--- config.mk ---
export PLATFORM = sky130hd
export DESIGN_NAME = rbcast_shmem
export DESIGN_NICKNAME = d
export VERILOG_FILES = /design/src/rtl/rbm_pkg.sv /design/src/rtl/rbm_rr_arb.sv /design/src/rtl/rbm_seq.sv /design/src/rtl/rbm_mat.sv /design/src/rtl/rbcast_shmem.sv
export SDC_FILE = /design/constraint.sdc
export NUM_CORES = 2
export LEC_CHECK = 0
export BUFFER_PORTS_ARGS = -buffer_cell sky130_fd_sc_hd__buf_2
export CORE_ASPECT_RATIO = 0.6
export CORE_MARGIN = 1.5
export CORE_UTILIZATION = 40
export CTS_BUF_LIST = sky130_fd_sc_hd__clkbuf_8
export DETAILED_ROUTE_END_ITERATION = 16
export HOLD_SLACK_MARGIN = 0.08
export REMOVE_ABC_BUFFERS = 1
export SLEW_MARGIN = 30
export SYNTH_ARGS = -nofsm -noshare
export SYNTH_HDL_FRONTEND = slang
export SYNTH_SLANG_ARGS = --single-unit
--- constraint.sdc ---
create_clock -name clk -period 6.3 [get_ports clk]
set_clock_uncertainty 0.2 [all_clocks]
set_input_delay 1.89 -clock clk [delete_from_list [all_inputs] [get_ports clk]]
set_output_delay 1.89 -clock clk [all_outputs]
set_load 0.1 [all_outputs]
--- src/rtl/rbm_pkg.sv ---
package rbm_pkg;
    typedef enum logic [2:0] {
        PH_IDLE = 3'd0,
        PH_PRE  = 3'd1,
        PH_SRC  = 3'd2,
        PH_DRV  = 3'd3,
        PH_DST  = 3'd4,
        PH_WB   = 3'd5
    } phase_e;
endpackage

--- src/rtl/rbm_rr_arb.sv ---
module rbm_rr_arb #(
    parameter int NP = 6,
    localparam int IW = (NP > 1) ? $clog2(NP) : 1
) (
    input  logic          clk,
    input  logic          rst_n,
    input  logic          enable,
    input  logic [NP-1:0] req,
    output logic [NP-1:0] gnt,
    output logic [IW-1:0] gnt_idx
);
    typedef struct packed {
        logic [IW-1:0] ptr;
    } arb_state_t;

    arb_state_t st_q, st_d;

    always_comb begin
        logic found;
        st_d    = st_q;
        gnt     = '0;
        gnt_idx = '0;
        found   = 1'b0;
        for (int off = 0; off < NP; off++) begin
            int idx;
            idx = int'(st_q.ptr) + off;
            if (idx >= NP) idx = idx - NP;
            if (!found && enable && req[idx]) begin
                found    = 1'b1;
                gnt[idx] = 1'b1;
                gnt_idx  = IW'(idx);
            end
        end
        if (found) begin
            st_d.ptr = (int'(gnt_idx) == NP - 1) ? '0 : gnt_idx + IW'(1);
        end
    end

    always_ff @(posedge clk or negedge rst_n) begin
        if (!rst_n) st_q <= '0;
        else        st_q <= st_d;
    end

    p_onehot_gnt_r2: assert property (@(posedge clk) disable iff (!rst_n)
        $onehot0(gnt));
    p_grant_when_asked_r10: assert property (@(posedge clk) disable iff (!rst_n)
        (enable && (|req)) |-> (|(gnt & req)));
    p_no_grant_disabled_r2: assert property (@(posedge clk) disable iff (!rst_n)
        !enable |-> (gnt == '0));
endmodule

--- src/rtl/rbm_seq.sv ---
module rbm_seq
    import rbm_pkg::*;
#(
    parameter int NP = 6,
    parameter int AW = 5,
    parameter int DW = 8,
    localparam int IW = (NP > 1) ? $clog2(NP) : 1
) (
    input  logic          clk,
    input  logic          rst_n,
    input  logic          start,
    input  logic [IW-1:0] start_idx,
    input  logic [AW-1:0] start_addr,
    input  logic [DW-1:0] start_data,
    input  logic [DW-1:0] src_sense,
    output phase_e        phase,
    output logic          busy,
    output logic [IW-1:0] pend_idx,
    output logic [AW-1:0] pend_addr,
    output logic [DW-1:0] pend_data,
    output logic [DW-1:0] bus_t,
    output logic [DW-1:0] bus_c
);
    typedef struct packed {
        phase_e        phase;
        logic [IW-1:0] idx;
        logic [AW-1:0] addr;
        logic [DW-1:0] data;
        logic [DW-1:0] bt;
        logic [DW-1:0] bc;
    } seq_state_t;

    seq_state_t st_q, st_d;

    always_comb begin
        st_d = st_q;
        unique case (st_q.phase)
            PH_IDLE: begin
                if (start) begin
                    st_d.phase = PH_PRE;
                    st_d.idx   = start_idx;
                    st_d.addr  = start_addr;
                    st_d.data  = start_data;
                end
            end
            PH_PRE: begin
                st_d.bt    = '1;
                st_d.bc    = '1;
                st_d.phase = PH_SRC;
            end
            PH_SRC: st_d.phase = PH_DRV;
            PH_DRV: begin
                st_d.bt    = src_sense;
                st_d.bc    = ~src_sense;
                st_d.phase = PH_DST;
            end
            PH_DST: st_d.phase = PH_WB;
            PH_WB:  st_d.phase = PH_IDLE;
            default: st_d.phase = PH_IDLE;
        endcase
    end

    always_ff @(posedge clk or negedge rst_n) begin
        if (!rst_n) begin
            st_q       <= '0;
            st_q.phase <= PH_IDLE;
            st_q.bt    <= '1;
            st_q.bc    <= '1;
        end else begin
            st_q <= st_d;
        end
    end

    assign phase     = st_q.phase;
    assign busy      = (st_q.phase != PH_IDLE);
    assign pend_idx  = st_q.idx;
    assign pend_addr = st_q.addr;
    assign pend_data = st_q.data;
    assign bus_t     = st_q.bt;
    assign bus_c     = st_q.bc;

    p_start_only_idle_r2: assert property (@(posedge clk) disable iff (!rst_n)
        start |-> (st_q.phase == PH_IDLE));
    p_pre_to_src_r3: assert property (@(posedge clk) disable iff (!rst_n)
        (st_q.phase == PH_PRE) |=> (st_q.phase == PH_SRC));
    p_src_to_drv_r3: assert property (@(posedge clk) disable iff (!rst_n)
        (st_q.phase == PH_SRC) |=> (st_q.phase == PH_DRV));
    p_drv_to_dst_r3: assert property (@(posedge clk) disable iff (!rst_n)
        (st_q.phase == PH_DRV) |=> (st_q.phase == PH_DST));
    p_dst_to_wb_r3: assert property (@(posedge clk) disable iff (!rst_n)
        (st_q.phase == PH_DST) |=> (st_q.phase == PH_WB));
    p_wb_to_idle_r3: assert property (@(posedge clk) disable iff (!rst_n)
        (st_q.phase == PH_WB) |=> (st_q.phase == PH_IDLE));
    p_precharged_src_r7: assert property (@(posedge clk) disable iff (!rst_n)
        (st_q.phase == PH_SRC) |-> (bus_t == bus_c));
    p_pending_stable_r10: assert property (@(posedge clk) disable iff (!rst_n)
        (busy && st_q.phase != PH_PRE) |-> $stable(pend_addr) && $stable(pend_idx));
endmodule

--- src/rtl/rbm_mat.sv ---
module rbm_mat #(
    parameter int AW = 5,
    parameter int DW = 8,
    localparam int DEPTH = 1 << AW
) (
    input  logic          clk,
    input  logic          rst_n,
    input  logic          src_load,
    input  logic          dst_load,
    input  logic          wb_en,
    input  logic [AW-1:0] addr,
    input  logic [DW-1:0] wdata,
    input  logic [DW-1:0] bus_t,
    input  logic [DW-1:0] bus_c,
    input  logic [AW-1:0] rd_addr,
    output logic [DW-1:0] rd_data,
    output logic [DW-1:0] sense
);
    typedef struct packed {
        logic [DEPTH-1:0][DW-1:0] mem;
        logic [DW-1:0]            sense;
    } mat_state_t;

    mat_state_t st_q, st_d;

    always_comb begin
        st_d = st_q;
        if (src_load) st_d.sense = wdata;
        if (dst_load) st_d.sense = bus_t;
        if (wb_en)    st_d.mem[addr] = st_q.sense;
    end

    always_ff @(posedge clk or negedge rst_n) begin
        if (!rst_n) st_q <= '0;
        else        st_q <= st_d;
    end

    assign rd_data = st_q.mem[rd_addr];
    assign sense   = st_q.sense;

    p_bus_driven_r7: assert property (@(posedge clk) disable iff (!rst_n)
        dst_load |-> (bus_t == ~bus_c));
    p_single_load_r3: assert property (@(posedge clk) disable iff (!rst_n)
        !(src_load && dst_load));
    p_writeback_r4: assert property (@(posedge clk) disable iff (!rst_n)
        wb_en |=> (st_q.mem[$past(addr)] == $past(st_q.sense)));
    p_idle_keeps_r5: assert property (@(posedge clk) disable iff (!rst_n)
        !wb_en |=> (st_q.mem == $past(st_q.mem)));
endmodule

--- src/rtl/rbcast_shmem.sv ---
module rbcast_shmem
    import rbm_pkg::*;
#(
    parameter int LAYERS = 3,
    parameter int MATS   = 2,
    parameter int AW     = 5,
    parameter int DW     = 8,
    localparam int NP    = LAYERS * MATS,
    localparam int IW    = (NP > 1) ? $clog2(NP) : 1
) (
    input  logic             clk,
    input  logic             rst_n,
    input  logic [NP-1:0]    wr_req,
    input  logic [NP*AW-1:0] wr_addr,
    input  logic [NP*DW-1:0] wr_data,
    output logic [NP-1:0]    wr_gnt,
    input  logic [NP*AW-1:0] rd_addr,
    output logic [NP*DW-1:0] rd_data,
    output logic             busy,
    output logic [DW-1:0]    bus_t,
    output logic [DW-1:0]    bus_c
);
    logic [AW-1:0] waddr_a [NP];
    logic [DW-1:0] wdata_a [NP];
    logic [DW-1:0] sense_a [NP];
    logic [IW-1:0] gnt_idx;
    logic [IW-1:0] pend_idx;
    logic [AW-1:0] pend_addr;
    logic [DW-1:0] pend_data;
    logic [DW-1:0] src_sense;
    phase_e        phase;
    int            pend_layer;
    int            pend_mat;

    for (genvar p = 0; p < NP; p++) begin : g_unpack
        assign waddr_a[p] = wr_addr[p*AW +: AW];
        assign wdata_a[p] = wr_data[p*DW +: DW];
    end

    rbm_rr_arb #(.NP(NP)) u_arb (
        .clk     (clk),
        .rst_n   (rst_n),
        .enable  (phase == PH_IDLE),
        .req     (wr_req),
        .gnt     (wr_gnt),
        .gnt_idx (gnt_idx)
    );

    assign src_sense = sense_a[pend_idx];

    rbm_seq #(.NP(NP), .AW(AW), .DW(DW)) u_seq (
        .clk        (clk),
        .rst_n      (rst_n),
        .start      (|wr_gnt),
        .start_idx  (gnt_idx),
        .start_addr (waddr_a[gnt_idx]),
        .start_data (wdata_a[gnt_idx]),
        .src_sense  (src_sense),
        .phase      (phase),
        .busy       (busy),
        .pend_idx   (pend_idx),
        .pend_addr  (pend_addr),
        .pend_data  (pend_data),
        .bus_t      (bus_t),
        .bus_c      (bus_c)
    );

    assign pend_layer = int'(pend_idx) / MATS;
    assign pend_mat   = int'(pend_idx) % MATS;

    for (genvar l = 0; l < LAYERS; l++) begin : g_layer
        for (genvar m = 0; m < MATS; m++) begin : g_mat
            localparam int P = l * MATS + m;
            logic hit_mat;
            assign hit_mat = (pend_mat == m);
            rbm_mat #(.AW(AW), .DW(DW)) u_mat (
                .clk      (clk),
                .rst_n    (rst_n),
                .src_load ((phase == PH_SRC) && hit_mat && (pend_layer == l)),
                .dst_load ((phase == PH_DST) && hit_mat && (pend_layer != l)),
                .wb_en    ((phase == PH_WB) && hit_mat),
                .addr     (pend_addr),
                .wdata    (pend_data),
                .bus_t    (bus_t),
                .bus_c    (bus_c),
                .rd_addr  (rd_addr[P*AW +: AW]),
                .rd_data  (rd_data[P*DW +: DW]),
                .sense    (sense_a[P])
            );
        end
    end

    p_no_grant_busy_r2: assert property (@(posedge clk) disable iff (!rst_n)
        busy |-> (wr_gnt == '0));
    p_grant_starts_r3: assert property (@(posedge clk) disable iff (!rst_n)
        (|wr_gnt) |=> busy);
    p_bus_data_dst_r7: assert property (@(posedge clk) disable iff (!rst_n)
        (phase == PH_DST) |-> (bus_t == pend_data) && (bus_c == ~pend_data));
endmodule

==> results by group <==
Outcome
  • Status: finished, violations left
  • Violations in the final reports: setup timing

Route
  • DRC Markers: 0
  • Initial detailed-routing violation count: 3,863
  • Vias/cell: 5.71
  • Number of optimization iterations in the first detailed-route pass: 6
  • Sum of routed wire length over all layers: 210,000 µm
  • Routed length per placed instance: 26.6 µm
  • Post-route ant nets: 0
  • Total via count in the routed design: 45,000

Layout
  • Layout filler cell count: 16,400
  • Area growth from synthesis to layout: 14.4%
  • Share of layout cells above drive strength 1: 55.6%
  • Most used cells in the layout excluding fill and tap cells: 1,572 x dfrtp_1, 1,517 x mux2_2, 482 x mux4_2
  • Commonest non-fill, non-tap cell in the layout: dfrtp_1
  • Post-layout nets: 5,322
  • Non-filler cells, final: 7,884

Clock tree
  • Number of buffers on the longest clock path: 3
  • Total number of clock tree sinks: 1,622
  • Clock insertion delay at the later pin of the skew report: 0.98 ns
  • CTS tree: built
  • Clk root buf: clkbuf_8
  • Number of levels the H-tree was split into: 4
  • Clock transition at the registers of the reported paths: 0.06 ns
  • Number of buffers added by the clock tree synthesis step: 241
  • Count of hold-fix buffers inserted at cts: 0

Worst setup path
  • Most frequent CP cell: buf_4
  • Delay of the slowest cell on the worst path: 0.34 ns
  • Depth of the worst register-to-register path: 14
  • Data arrival time of the critical path: 4.25 ns
  • Type of the worst setup path: input pin to primary output
  • Largest fanout on the critical path: 5
  • Worst reg-to-reg setup slack: 1.29 ns
  • Number of buffer and inverter instances along the worst setup path: 5
  • Critical-path cell with the highest stage delay: and4bb_2
  • Required arrival time at the worst endpoint: 4.21 ns
  • Family of cells with the greatest summed delay on the critical path: simple AND/OR/NAND/NOR gates
  • Ordered cell list for the critical path: buf_2 -> mux2i_2 -> and4bb_2 -> a21oi_4 -> nand4_1 -> buf_4 -> nor4_2 -> buf_4 -> a211oi_2 -> nor2_2 -> buf_6 -> buf_12
  • Reg-to-reg critical path startpoint: u_arb.st_q[2]$_DFFE_PN0P_
  • Crit. End Element: primary output
  • Startpoint Class: input pin
  • Reg-to-Reg End: u_seq.pend_addr[2]$_DFFE_PN0P_

Yosys
  • Post-synth EDFFs: 0
  • Asr flop ratio synth: 100%
  • Number of unique standard cell types used by synthesis: 74
  • Post-synthesis cell type with the largest combined area: dfrtp_1
  • Number of cells produced by synthesis: 4,973
  • Post-synth design cell area: 75,500 µm²
  • Seq/Total Area, Yosys: 53.8%
  • Share of the synthesized area in the top cell type: 53.2%
  • Top flip-flop cell by instance count after synthesis: dfrtp_1
  • Syn Area/Cell: 15.2 µm²
  • Top area cells in the synthesized netlist: dfrtp_1 53%, mux2_2 23%, mux4_2 14%
  • Synth Warn #: 0
  • Number of synthesized register bits: 1,622

STA
  • Portion of the clock cycle consumed by the worst path in the final layout: 101%
  • RSZ-0062 raised after global routing: true
  • Final WS setup: -0.0392 ns
  • Hold Fails Final Rpt: 0
  • Worst relative slew slack: 30.9%
  • Number of max-slew violations in the final report: 0
  • Sum of negative setup slack: -0.0769 ns
  • Peak clock frequency supported by timing: 158 MHz
  • # setup viols final: 2
  • Slew of the pin with the lowest slew margin: 1.03 ns
  • Clock period minus final worst setup slack: 6.34 ns

Floorplan
  • Initial cell density of the core: 40.3%
  • Area of the die: 191,000 µm²
  • Core Box Area: 187,000 µm²
  • Width of the die: 564 µm
  • Die extent in y: 339 µm
  • Placement Rows: 123
  • Total I/O pin count: 187

Placed design
  • Post-detailed-placement half-perimeter wirelength: 130,000 µm
  • Input/output buffers: 186
  • DP Cell Count: 7,430
  • GPL Wtd Cong: 0.898
  • Pre-CTS setup slack: -0.241 ns

GRT
  • Via count of the first global-routing pass: 46,900
  • Maximum number of pins on one net before global-route repair: 141
  • Grt peak-use layer: met1
  • Met3 Use GR: 4.98%
  • Antenna violations before repair: 7
  • Global Route met2 Usage: 31.5%
  • Wire length of the first global-routing pass: 316,000 µm
  • Gr usage total: 22.2%
  • Met1 usage in global routing: 34.4%
  • Aggregate global routing overflow: 0

Pwr
  • Portion of total power attributed to the clock network: 28.7%
  • Switching part of the total power: 35.4%
  • Power per standard cell area: 357 nW/µm²
  • Internal Dissipation: 20.0 mW
  • Peak supply drop: 0.396 mV
  • Sequential power share: 44.6%
  • Sw Pwr: 10.9 mW
  • Power consumption: 30.9 mW
  • Gate power share: 26.7%
  • Static leakage: 41.4 nW

Min path
  • Type of the tightest min-delay check: flop to flop
  • Hold Crit Start: g_layer[1].g_mat[0].u_mat.st_q[172]$_DFFE_PN0P_
  • Worst hold path stage count: 2
  • Sink of the worst hold path: g_layer[1].g_mat[0].u_mat.st_q[172]$_DFFE_PN0P_

Job
  • Count of maximum capacitance violations: 0
[kinds of logic after synthesis]
kind of cell    synth area share, %
mux                            37.7
flops                          53.8
buf+inv                        2.43
simple gates                   2.72
compound gates                 2.98
fa+ha+maj                     0.315
xor+xnor                     0.0895
[routing by layer]
layer  wire length (µm)  vias to the layer above
met2              89700                     1389
li1                   -                    19000
met3              14700                      283
met1             102000                    24300
met4               3470                        4
met5                 24                        -
[worst min-delay path: stages, from the launching register on]
cell and delay, ns:
dfrtp_1 0.34, nand2_1 0.04, o21ai_0 0.06
[area by class of cell]
cell class	instances	area (µm²)	area share, %
Clock buffer	314	4320	5.00
Antenna cell	6	15.0	0.0174
Tap cell	2500	3130	3.62
Clock inverter	120	702	0.813
Sequential cell	1622	40700	47.1
Multi-Input combinational cell	2869	33700	39.0
Inverter	20	80.1	0.0927
Timing Repair Buffer	433	3770	4.36
[worst max-delay path by stage]
stage	start	to	slack, ns	cells after the start
after floorplan	u_arb.st_q[0]$_DFFE_PN0P_	wr_gnt[2]	-1.29	10
after global placement	wr_req[3]	wr_gnt[5]	-0.19	11
after detailed placement	wr_req[3]	wr_gnt[5]	-0.24	11
after CTS	u_arb.st_q[1]$_DFFE_PN0P_	wr_gnt[2]	-0.04	12
after global routing	u_arb.st_q[1]$_DFFE_PN0P_	wr_gnt[1]	-0.06	18
final	wr_req[2]	wr_gnt[1]	-0.04	12
[per-stage QoR]
stage	instance area (µm²)	utilization (%)	hold WS, ns
after floorplan	73700	-	0.245
after global placement	80400	42.9	0.257
after detailed placement	80800	43.1	0.265
after CTS	86000	45.9	0.280
after global routing	86400	46.1	0.312
final	86400	46.1	0.281
[synthesized netlist by cell type (21+ instances only)]
master    instances
dfrtp_1        1606
a21boi_0         27
buf_1            60
nand3_1          23
nor2_1          118
mux2i_1          49
clkbuf_1        391
a21oi_1          44
nand2_1         197
mux2_2         1517
o211ai_1         22
o21ai_0         112
mux4_2          482
nand2b_1         21
[sequential cells by signal, summed over array words and instances (netlist names)]
name / flops
u_seq.phase: 3
g_layer.g_mat.u_mat.sense: 48
u_seq.pend_addr: 5
u_arb.st_q: 3
u_seq.pend_data: 8
u_seq.bus_t: 8
g_layer.g_mat.u_mat.st_q: 1536
u_seq.pend_idx: 3
u_seq.bus_c: 8
[what timing repair did]
action                     4_1_cts  5_1_grt
pin swaps                        1       23
gates cloned                     0        1
hold endpoints to repair         0        0
setup endpoints to repair        6        6
resized for setup               25       50
buffers inserted                 3        9
[power by group through the flow]
stage               combinational, mW  clock (mW)  sequential [mW]
floorplan                        4.57           0             13.5
global placement                 7.61           0             13.8
detailed placement               7.76           0             13.9
CTS                              7.88        9.10             13.7
global route                     8.82        9.59             14.0
finish                           8.24        8.86             13.8
Note: power is estimated with default switching activity, not from simulation.
